### src/rtl/dmaseq_pkg.sv
package dmaseq_pkg;
  localparam int ROW_W = 4;
  localparam int ROW_MAX = 10;

  typedef logic [ROW_W-1:0] row_t;

  typedef enum logic [2:0] {
    ST_IDLE, ST_RUN, ST_BLK_END, ST_STALL, ST_STATUS_WB, ST_DONE
  } seq_state_e;

  typedef enum logic [1:0] {
    KIND_TERMINATE, KIND_CONTINUE, KIND_RELOAD
  } row_kind_e;

  typedef struct packed {
    logic src_ll;
    logic dst_ll;
    logic src_rl;
    logic dst_rl;
    logic stat_en;
  } chan_cfg_t;
endpackage

### src/rtl/dmaseq_row_classify.sv
module dmaseq_row_classify
  import dmaseq_pkg::*;
(
  input  chan_cfg_t cfg_i,
  output row_t      row_o,
  output row_kind_e kind_o,
  output logic      stat_wb_o
);
  always_comb begin
    case ({cfg_i.src_ll, cfg_i.dst_ll, cfg_i.src_rl, cfg_i.dst_rl})
      4'b0000: row_o = cfg_i.stat_en ? row_t'(5) : row_t'(1);
      4'b0001: row_o = row_t'(2);
      4'b0010: row_o = row_t'(3);
      4'b0011: row_o = row_t'(4);
      4'b0100: row_o = row_t'(6);
      4'b0110: row_o = row_t'(7);
      4'b1000: row_o = row_t'(8);
      4'b1001: row_o = row_t'(9);
      4'b1100: row_o = row_t'(10);
      default: row_o = row_t'(1);   // reserved combinations
    endcase
  end

  always_comb begin
    case (row_o)
      row_t'(2), row_t'(3), row_t'(4), row_t'(7), row_t'(9): kind_o = KIND_RELOAD;
      row_t'(6), row_t'(8), row_t'(10):                      kind_o = KIND_CONTINUE;
      default:                                               kind_o = KIND_TERMINATE;
    endcase
  end

  assign stat_wb_o = (row_o == row_t'(5));
endmodule

### src/rtl/dmaseq_irq_flag.sv
module dmaseq_irq_flag (
  input  logic clk,
  input  logic rst_n,
  input  logic blk_end_i,
  input  logic src_done_i,
  input  logic int_en_i,
  input  logic mask_i,
  input  logic clr_i,
  output logic pend_o,
  output logic irq_o
);
  logic pend_q, pend_d, pend_en;

  always_comb begin
    pend_en = (blk_end_i && int_en_i) || clr_i;
    pend_d  = blk_end_i && int_en_i;   // a set wins over a same-cycle clear
  end

  always_ff @(posedge clk or negedge rst_n) begin
    if (!rst_n)       pend_q <= 1'b0;
    else if (pend_en) pend_q <= pend_d;
  end

  assign pend_o = pend_q;
  assign irq_o  = pend_q && !mask_i;

  // the pending flag rises only after a destination-side block end
  p_pend_from_dst_r8: assert property (@(posedge clk) disable iff (!rst_n)
    $rose(pend_q) |-> $past(blk_end_i));

  // source-side completion alone leaves the flag clear
  p_src_no_irq_r8: assert property (@(posedge clk) disable iff (!rst_n)
    (src_done_i && !blk_end_i && !pend_q) |=> !pend_q);

  // a clear with no concurrent set empties the flag
  p_clear_empties_r10: assert property (@(posedge clk) disable iff (!rst_n)
    (clr_i && !(blk_end_i && int_en_i)) |=> !pend_q);
endmodule

### src/rtl/dmaseq_fsm.sv
module dmaseq_fsm
  import dmaseq_pkg::*;
(
  input  logic      clk,
  input  logic      rst_n,
  input  logic      start_i,
  input  logic      dst_done_i,
  input  logic      clr_i,
  input  logic      ack_i,
  input  row_kind_e kind_i,
  input  logic      stat_wb_i,
  input  logic      stall_ok_i,
  output logic      blk_end_o,
  output logic      blk_start_o,
  output logic      stalled_o,
  output logic      status_req_o,
  output logic      done_o,
  output logic      active_o
);
  seq_state_e state_q, state_d;
  logic       start_q, start_d, state_en;

  always_comb begin
    state_d = state_q;
    case (state_q)
      ST_IDLE:      if (start_i) state_d = ST_RUN;
      ST_RUN:       if (dst_done_i) state_d = ST_BLK_END;
      ST_BLK_END: begin
        case (kind_i)
          KIND_CONTINUE: state_d = ST_RUN;
          KIND_RELOAD:   state_d = stall_ok_i ? ST_STALL : ST_RUN;
          default:       state_d = stat_wb_i ? ST_STATUS_WB : ST_DONE;
        endcase
      end
      ST_STALL:     if (clr_i) state_d = ST_RUN;
      ST_STATUS_WB: if (ack_i) state_d = ST_DONE;
      ST_DONE:      state_d = ST_IDLE;
      default:      state_d = ST_IDLE;
    endcase
    state_en = (state_d != state_q);
    start_d  = (state_d == ST_RUN) && (state_q != ST_RUN);
  end

  always_ff @(posedge clk or negedge rst_n) begin
    if (!rst_n)        state_q <= ST_IDLE;
    else if (state_en) state_q <= state_d;
  end

  always_ff @(posedge clk or negedge rst_n) begin
    if (!rst_n) start_q <= 1'b0;
    else        start_q <= start_d;
  end

  assign blk_end_o    = (state_q == ST_RUN) && dst_done_i;
  assign blk_start_o  = start_q;
  assign stalled_o    = (state_q == ST_STALL);
  assign status_req_o = (state_q == ST_STATUS_WB);
  assign done_o       = (state_q == ST_DONE);
  assign active_o     = (state_q != ST_IDLE) && (state_q != ST_DONE);

  // the termination pulse lasts one cycle
  p_done_single_r2: assert property (@(posedge clk) disable iff (!rst_n)
    done_o |=> !done_o);

  // a terminating row ends in write-back or done
  p_term_row_r2: assert property (@(posedge clk) disable iff (!rst_n)
    (state_q == ST_BLK_END && kind_i == KIND_TERMINATE) |=> (done_o || status_req_o));

  // the write-back request holds until acknowledged
  p_status_hold_r3: assert property (@(posedge clk) disable iff (!rst_n)
    (status_req_o && !ack_i) |=> status_req_o);

  // linked-list rows go on to the next block
  p_continue_r4: assert property (@(posedge clk) disable iff (!rst_n)
    (state_q == ST_BLK_END && kind_i == KIND_CONTINUE) |=> (blk_start_o && !stalled_o));

  // a stall begins only with the interrupt enabled and unmasked
  p_stall_entry_r5: assert property (@(posedge clk) disable iff (!rst_n)
    $rose(stalled_o) |-> $past(stall_ok_i));

  // the stall is left only through the clear strobe
  p_stall_hold_r6: assert property (@(posedge clk) disable iff (!rst_n)
    (stalled_o && !clr_i) |=> stalled_o);

  p_outputs_exclusive_r2: assert property (@(posedge clk) disable iff (!rst_n)
    $onehot0({blk_start_o, stalled_o, status_req_o, done_o}));
endmodule

### src/rtl/dmaseq_channel.sv
module dmaseq_channel
  import dmaseq_pkg::*;
(
  input  logic             clk,
  input  logic             rst_n,
  input  logic             start,
  input  logic             cfg_src_ll,
  input  logic             cfg_dst_ll,
  input  logic             cfg_src_rl,
  input  logic             cfg_dst_rl,
  input  logic             cfg_stat_en,
  input  logic             cfg_int_en,
  input  logic             blk_mask,
  input  logic             blk_src_done,
  input  logic             blk_dst_done,
  input  logic             clr_blk,
  input  logic             status_ack,
  output logic             blk_start,
  output logic             stalled,
  output logic             status_req,
  output logic             xfer_done,
  output logic             ch_active,
  output logic             blk_irq,
  output logic [ROW_W-1:0] mode_row
);
  chan_cfg_t cfg;
  row_t      row;
  row_kind_e kind;
  logic      stat_wb, stall_ok, blk_end, pend;

  assign cfg = '{src_ll: cfg_src_ll, dst_ll: cfg_dst_ll, src_rl: cfg_src_rl,
                 dst_rl: cfg_dst_rl, stat_en: cfg_stat_en};

  assign stall_ok = cfg_int_en && !blk_mask;

  dmaseq_row_classify u_row (
    .cfg_i     (cfg),
    .row_o     (row),
    .kind_o    (kind),
    .stat_wb_o (stat_wb)
  );

  dmaseq_fsm u_fsm (
    .clk          (clk),
    .rst_n        (rst_n),
    .start_i      (start),
    .dst_done_i   (blk_dst_done),
    .clr_i        (clr_blk),
    .ack_i        (status_ack),
    .kind_i       (kind),
    .stat_wb_i    (stat_wb),
    .stall_ok_i   (stall_ok),
    .blk_end_o    (blk_end),
    .blk_start_o  (blk_start),
    .stalled_o    (stalled),
    .status_req_o (status_req),
    .done_o       (xfer_done),
    .active_o     (ch_active)
  );

  dmaseq_irq_flag u_irq (
    .clk        (clk),
    .rst_n      (rst_n),
    .blk_end_i  (blk_end),
    .src_done_i (blk_src_done),
    .int_en_i   (cfg_int_en),
    .mask_i     (blk_mask),
    .clr_i      (clr_blk),
    .pend_o     (pend),
    .irq_o      (blk_irq)
  );

  assign mode_row = row;

  // the row always lies in the defined range
  p_row_range_r1: assert property (@(posedge clk) disable iff (!rst_n)
    (mode_row >= row_t'(1)) && (mode_row <= row_t'(ROW_MAX)));

  // while stalled with interrupts still enabled and unmasked, the interrupt is visible
  p_stall_irq_r6: assert property (@(posedge clk) disable iff (!rst_n)
    ($rose(stalled) && stall_ok) |-> pend);
endmodule

### config.mk
export PLATFORM = sky130hd
export DESIGN_NAME = dmaseq_channel
export DESIGN_NICKNAME = d
export VERILOG_FILES = /design/src/rtl/dmaseq_pkg.sv /design/src/rtl/dmaseq_row_classify.sv /design/src/rtl/dmaseq_irq_flag.sv /design/src/rtl/dmaseq_fsm.sv /design/src/rtl/dmaseq_channel.sv
export SDC_FILE = /design/constraint.sdc
export NUM_CORES = 1
export LEC_CHECK = 0
export CORE_UTILIZATION = 35
export DETAILED_ROUTE_END_ITERATION = 16
export GPL_ROUTABILITY_DRIVEN = 1
export GPL_TIMING_DRIVEN = 0
export PLACE_DENSITY_LB_ADDON = 0.2
export SLEW_MARGIN = 20
export SYNTH_ARGS = -nofsm -noshare
export SYNTH_HDL_FRONTEND = slang
export SYNTH_SLANG_ARGS = --single-unit
### constraint.sdc
create_clock -name clk -period 1.5 [get_ports clk]
set_clock_uncertainty 0.2 [all_clocks]
set_input_delay 0.15 -clock clk [delete_from_list [all_inputs] [get_ports clk]]
set_output_delay 0.15 -clock clk [all_outputs]
set_load 0.03 [all_outputs]
==> Word level (Yosys, flattened, before mapping) <==
Memory sizes are Yosys's and may differ from the RTL's.
Index checks and enable logic that the tools add are counted.
{ "word_totals": {"register_bits": 5, "romBits": 32, "input_bits": 14, "out_inout_bits": 10, "word_cells": 45, "mem_count": 1} }
{ "mem_list": {"columns": ["memory", "depth", "word_bits", "rd", "rd_clocked_by_memory_dff", "wr", "line", "text"], "rows": [
  ["(name not given)", 16, 2, 1, 0, 0, "dmaseq_row_classify.sv:25", "case (row_o)"]
]} }
{ "op_classes": {"n_eq_ne": 20, "muxes": 10, "reduce_logical": 11} }
{ "ops": {"columns": ["op", "count"], "rows": [
  ["4-bit case mux with 9 select lines", 1],
  ["3-bit 2-to-1 mux", 5],
  ["3-bit case mux with 5 select lines", 1],
  ["4-bit by 3-bit == test with 1-bit output, second input constant", 3],
  ["4-bit == test, second input constant", 3],
  ["4-bit by 2-bit == test with 1-bit output, second input constant", 2],
  ["3-bit by 1-bit == test with 1-bit output, second input constant", 2],
  ["3-bit by 2-bit == test with 1-bit output, second input constant", 2],
  ["3-bit == test, second input constant", 2],
  ["1-bit logical AND", 6],
  ["3-bit case mux with 2 select lines", 1],
  ["4-bit by 1-bit == test with 1-bit output, second input constant", 1],
  ["4-bit zero test", 1],
  ["3-bit zero test", 1],
  ["3-bit by 1-bit inequality test with 1-bit output, second input constant", 1],
  ["3-bit inequality test", 1],
  ["3-bit inequality test, second input constant", 1],
  ["3-bit nonzero test", 1],
  ["2-bit by 1-bit == test with 1-bit output, second input constant", 1],
  ["2-bit == test, second input constant", 1],
  ["2-bit 2-to-1 mux", 1],
  ["1-bit zero test", 1],
  ["1-bit logical OR", 1],
  ["1-bit 2-to-1 mux", 1]
]} }

==> Depth between registers and ports, before layout <==
{ "depth": {"depth_word": 8, "mapped_depth": 14, "depth_no_buf": 14} }

==> Hierarchy <==
A second synthesis with hierarchy kept.
{ "hier_totals": {"hier_cells": 73, "hier_area_um2": 590.6} }
{ "by_module_without_submodules": {"columns": ["mod", "n_inst", "cells_per_inst", "area_each_um2", "seq_area_each_um2"], "rows": [
  ["dmaseq_fsm", 1, 33, 312.8, 100.1],
  ["dmaseq_row_classify", 1, 34, 219.0, 0.0],
  ["dmaseq_irq_flag", 1, 5, 45.0, 25.0],
  ["dmaseq_channel", 1, 1, 13.8, 0.0]
]} }

==> Worst setup path before layout <==
Ideal clock, no wire load.
{ "synth_timing": {"kind": "input port to flip-flop", "from": "in cfg_dst_ll", "to": "reg u_fsm.start_q (netlist: u_fsm.blk_start_o)", "setup_time_ps": 138, "t_arrival_ps": 2480, "required_time_ps": 1162, "path_slack_ps": -1319, "cell_stages": 13, "path_buffers": 1, "cell_sequence": "buf_2 -> nor2_1 -> nor3_1 -> a21oi_1 -> ha_1 -> nand2b_1 -> a221oi_1 -> o21ai_0 -> nand2_1 -> ha_1 -> nand2_1 -> a222oi_1 -> a211oi_2"} }
{ "synth_between": {"elab_chain_len": 8, "word_cells_on_any_way": 19, "cone_classes": "eq/ne: 12; mux: 4; reduce/logical: 2; memory: 1"} }
{ "synth_rtl": {"columns": ["element", "line", "text"], "rows": [
  ["start: declaration", "dmaseq_channel.sv:8", "input logic cfg_dst_ll,"],
  ["4-bit == test, or another cell as far along", "dmaseq_row_classify.sv:10", "case ({cfg_i.src_ll, cfg_i.dst_ll, cfg_i.src_rl, cfg_i.dst_rl})"],
  ["4-bit case mux with 9 select lines (*)", "dmaseq_row_classify.sv:10", null],
  ["named net mode_row[0]", "dmaseq_channel.sv:24", "output logic [ROW_W-1:0] mode_row"],
  ["memory 16 x 2 bit / 4-bit by 3-bit == test with 1-bit output (equally long branches)", null, null],
  ["2-bit == test, or another cell as far along", "dmaseq_fsm.sv:29", "case (kind_i)"],
  ["3-bit case mux with 2 select lines (*)", "dmaseq_fsm.sv:29", null],
  ["3-bit case mux with 5 select lines (*)", "dmaseq_fsm.sv:25", "case (state_q)"],
  ["3-bit by 1-bit == test with 1-bit output (*)", "dmaseq_fsm.sv:41", "start_d = (state_d == ST_RUN) && (state_q != ST_RUN);"],
  ["1-bit logical AND (*)", "dmaseq_fsm.sv:41", null],
  ["named net u_fsm.start_d", "dmaseq_fsm.sv:21", "logic start_q, start_d, state_en;"],
  ["end signal: assignment", "dmaseq_fsm.sv:51", "else start_q <= start_d;"],
  ["end: declaration", "dmaseq_fsm.sv:21", null]
]} }
Mark *: on every way through the listed nets, which the timed path passes. The rest lies on a longest branch.
A chain may end at the register's enable or synchronous reset.

==> Worst setup path after layout <==
{ "layout_timing": {"from": "in cfg_dst_rl", "to": "reg u_fsm.start_q (netlist: u_fsm.blk_start_o)"} }
{ "layout_between": {"elab_chain_len": 8, "word_cells_on_any_way": 19, "cone_classes": "eq/ne: 12; mux: 4; reduce/logical: 2; memory: 1"} }
{ "layout_rtl": {"columns": ["element", "line", "text"], "rows": [
  ["start: declaration", "dmaseq_channel.sv:10", "input logic cfg_dst_rl,"],
  ["4-bit == test, or another cell as far along", "dmaseq_row_classify.sv:10", null],
  ["4-bit case mux with 9 select lines (*)", "dmaseq_row_classify.sv:10", null],
  ["memory 16 x 2 bit / 4-bit by 3-bit == test with 1-bit output (equally long branches)", null, null],
  ["2-bit == test, or another cell as far along", "dmaseq_fsm.sv:29", null],
  ["3-bit case mux with 2 select lines (*)", "dmaseq_fsm.sv:29", null],
  ["3-bit case mux with 5 select lines (*)", "dmaseq_fsm.sv:25", null],
  ["3-bit by 1-bit == test with 1-bit output (*)", "dmaseq_fsm.sv:41", null],
  ["1-bit logical AND (*)", "dmaseq_fsm.sv:41", null],
  ["named net u_fsm.start_d", "dmaseq_fsm.sv:21", null]
]} }
Marked as above.

==> results_dict.tcl <==
set metrics [dict create \
    cp-end-kind "flop" \
    synth_ff_type "dfrtp_1" \
    cts_made_buffers 3 \
    hold_path.class "input pin to flop" \
    synth_simple_gate_area_frac 0.3621 \
    ys_seq_elements 5 \
    num_vias 567 \
    setup_viol 9 \
    slew_headroom 0.8036 \
    synthArstFlopShare 1.000 \
    hpwl_um 978.9 \
    route.detailed.drc 0 \
    synth-edff-count 0 \
    layout.nets 114 \
    htree_levels 1 \
    drive_above_1_share 0.4583 \
    power_mw 1.234 \
    synth_seq_area_share 0.2463 \
    initial_core_util 0.3856 \
    ys_types 29 \
    r2r_cells 4 \
    core-area_um2 1318 \
    synth_fp_nets 79 \
    yosysTopAreaCellShare 0.2463 \
    tns_ns -4.193 \
    leakagePower_nw 0.4183 \
    num_antenna_cells 0 \
    wirelength_um 1454 \
    synth_top_family_by_area "simple AND/OR/NAND/NOR gates" \
    cp_common_cell "a21oi_2" \
    overflow 0 \
    synth_area_leader_cell "dfrtp_1" \
    crit_path_cell_trace "buf_8, buf_12, or2b_1, a21oi_2, a21oi_2, ha_1, nand2b_1, a221oi_2, o21ai_1, nand2_1, ha_4, nand2_2, a222oi_1, buf_4, a211oi_2" \
    portBuffers 21 \
    root_buffer "clkbuf_4" \
    die_y_um 40.10 \
    clk_pin_slew_ns 0.06 \
    wire_per_inst_um 13.10 \
    slew_viol_final 0 \
    avgSynthCellArea_um2 8.193 \
    synth_area_leaders "dfrtp_1 (25%), ha_1 (7.4%), a21oi_1 (6.9%), nor2_1 (5.2%), nand2b_1 (4.9%)" \
    drt_iter0_drc 2 \
    fmax_ghz 0.4233 \
    synthAdderAreaFrac 0.07389 \
    setup_ws_ns -0.8621 \
    cts_tree "done" \
    syn_inst 62 \
    cpPeakStageDelay_ns 0.29 \
    crit_required_ns 1.43 \
    grt_max_degree 10 \
    rsz0062_at_grt "true" \
    gp_congestion 0.7399 \
    layout_commonest_cell "buf_4" \
    period_minus_slack_ns 2.362 \
    grt_pass1_vias 565 \
    synth_xor_area_frac 0.01724 \
    grt_util_all_layers 0.2163 \
    clk_latency_ns 0.25 \
    synth_compound_gate_area_share 0.2365 \
    drtAntennaViolNets 0 \
    violations "negative setup slack" \
    post-route-period-util 1.575 \
    die_w_um 40.10 \
    drt-vias-per-instance 5.108 \
    p_per_area_nw_per_um2 1307 \
    worst_pin_slew_ns 0.2933 \
    drt_first_pass_iters 4 \
    synth_area_um2 508.0 \
    start_kind "input pin" \
    grt_pass1_wl_um 2235 \
    die_area_um2 1608 \
    multi_input_area_um2 441.7 \
    synthToLayoutAreaGrowth_pct 85.96 \
    synth.mux.area_fraction 0.02217 \
    num_io_pins 24 \
    synth_warnings 0 \
    regArea_um2 125.1 \
    crit_slowest_cell "ha_1" \
    drv_cap 0 \
    crit_type "input pin to flop" \
    hold_viol 0 \
    status "complete, but fails checks" \
    crit_fanout 5 \
    ir_worst_vdd_mv 0.6175 \
    row_count 13 \
    fill_cells 113 \
    crit_arrival_ns 2.29 \
    cts_max_path_buffers 2 \
    worstHoldPathCells 3 \
    antenna_found_initial 0 \
    cts.sinks 5 \
    layout_common_cells "buf_4 (9), clkdlybuf4s50_1 (7), nor2_1 (5), dfrtp_1 (5)" \
]
==> metrics by stage <==
stage	instances	setup slack, ns	instance area (um^2)	hold WS [ns]	util
finish	111	-0.8621	944.7	0.1181	0.7170
global route	111	-0.9990	944.7	0.1206	0.7170
CTS	111	-0.8490	920.9	0.1017	0.6990
detailed placement	98	-1.626	785.8	0.1932	0.5964
global placement	98	-1.591	785.8	0.1795	0.5964
floorplan	62	-0.8910	556.8	-0.3456	-
==> final cells by class <==
cell class | instances | area share
plain buffers | 2 | 0.04238
clock buffers | 3 | 0.02384
clock inverters | 1 | 0.005298
inverters | 3 | 0.01457
multi-input cells | 52 | 0.4676
flip-flops and latches | 5 | 0.1325
well taps | 15 | 0.01987
repair buffers | 30 | 0.2940
==> synthesized netlist by cell type, drive strengths merged (2+ instances only) <==
master and n:
a21o 2, a21oi 7, and2 2, buf 2
dfrtp 5, ha 3, inv 3, nand2 5
nand2b 4, nor2 7, nor2b 2, nor3 3
o21ai 2
==> cell families (layout without fill, tap and decap cells) <==
| family | Yosys count | count (layout) |
|---|---|---|
| adders and majority gates | 3 | 3 |
| xor gates and xnor gates | 1 | 1 |
| muxes | 1 | 1 |
| and+or+nand+nor | 31 | 31 |
| AOI/OAI and AO/OA | 16 | 16 |
| buffers and inverters | 5 | 39 |
| DFF | 5 | 5 |
==> critical path: cells and delay by family <==
kind                     cells  cell delay [ns]
AO/OA/AOI/OAI                6             0.86
adder cells (fa/ha/maj)      2             0.43
buffers and inverters        3             0.40
AND/OR/NAND/NOR              4             0.44
==> layer usage <==
metal  routed length (um)  share of wire  vias to the layer above  track usage
met4                   13         0.0089                        0       0.1034
met5                    0              0                        -            0
met1                  556           0.38                      254       0.1827
met2                  822           0.57                       18       0.4637
li1                     -              -                      293            -
met3                   62          0.043                        2      0.03333
==> final timing paths <==
| kind | from | end | slack [ns] |
|---|---|---|---|
| max | cfg_dst_rl | u_fsm.blk_start_o | -0.86 |
| min | cfg_src_ll | u_fsm.state_q[0] | 0.12 |
| max reg2reg | u_fsm.state_q[2] | u_fsm.blk_start_o | -0.16 |
| min reg2reg | u_irq.pend_o | u_irq.pend_o | 0.32 |
| max in group asynchronous | rst_n | u_fsm.state_q[1] | 0.42 |
| min in group asynchronous | rst_n | u_irq.pend_o | 0.47 |
==> where the power goes <==
group          leakage, nW  switching [mW]  total, mW  internal, mW
registers           0.0637          0.0974      0.294         0.196
clock network       0.0177          0.0631      0.160        0.0969
logic                0.337           0.393      0.780         0.388
==> sequential cells by signal, indices dropped and copies added, names as in the netlist <==
| register | cells |
|---|---|
| u_fsm.blk_start_o | 1 |
| u_fsm.state_q | 3 |
| u_irq.pend_o | 1 |
==> what timing repair did <==
item,4_1_cts,5_1_grt
gates resized for setup,58,7
pin swaps,10,6
buffers inserted,9,1
hold endpoints to repair,5,0
endpoints found under the setup margin,14,11
hold buffers,1,0
(Power assumes the default switching activity.)
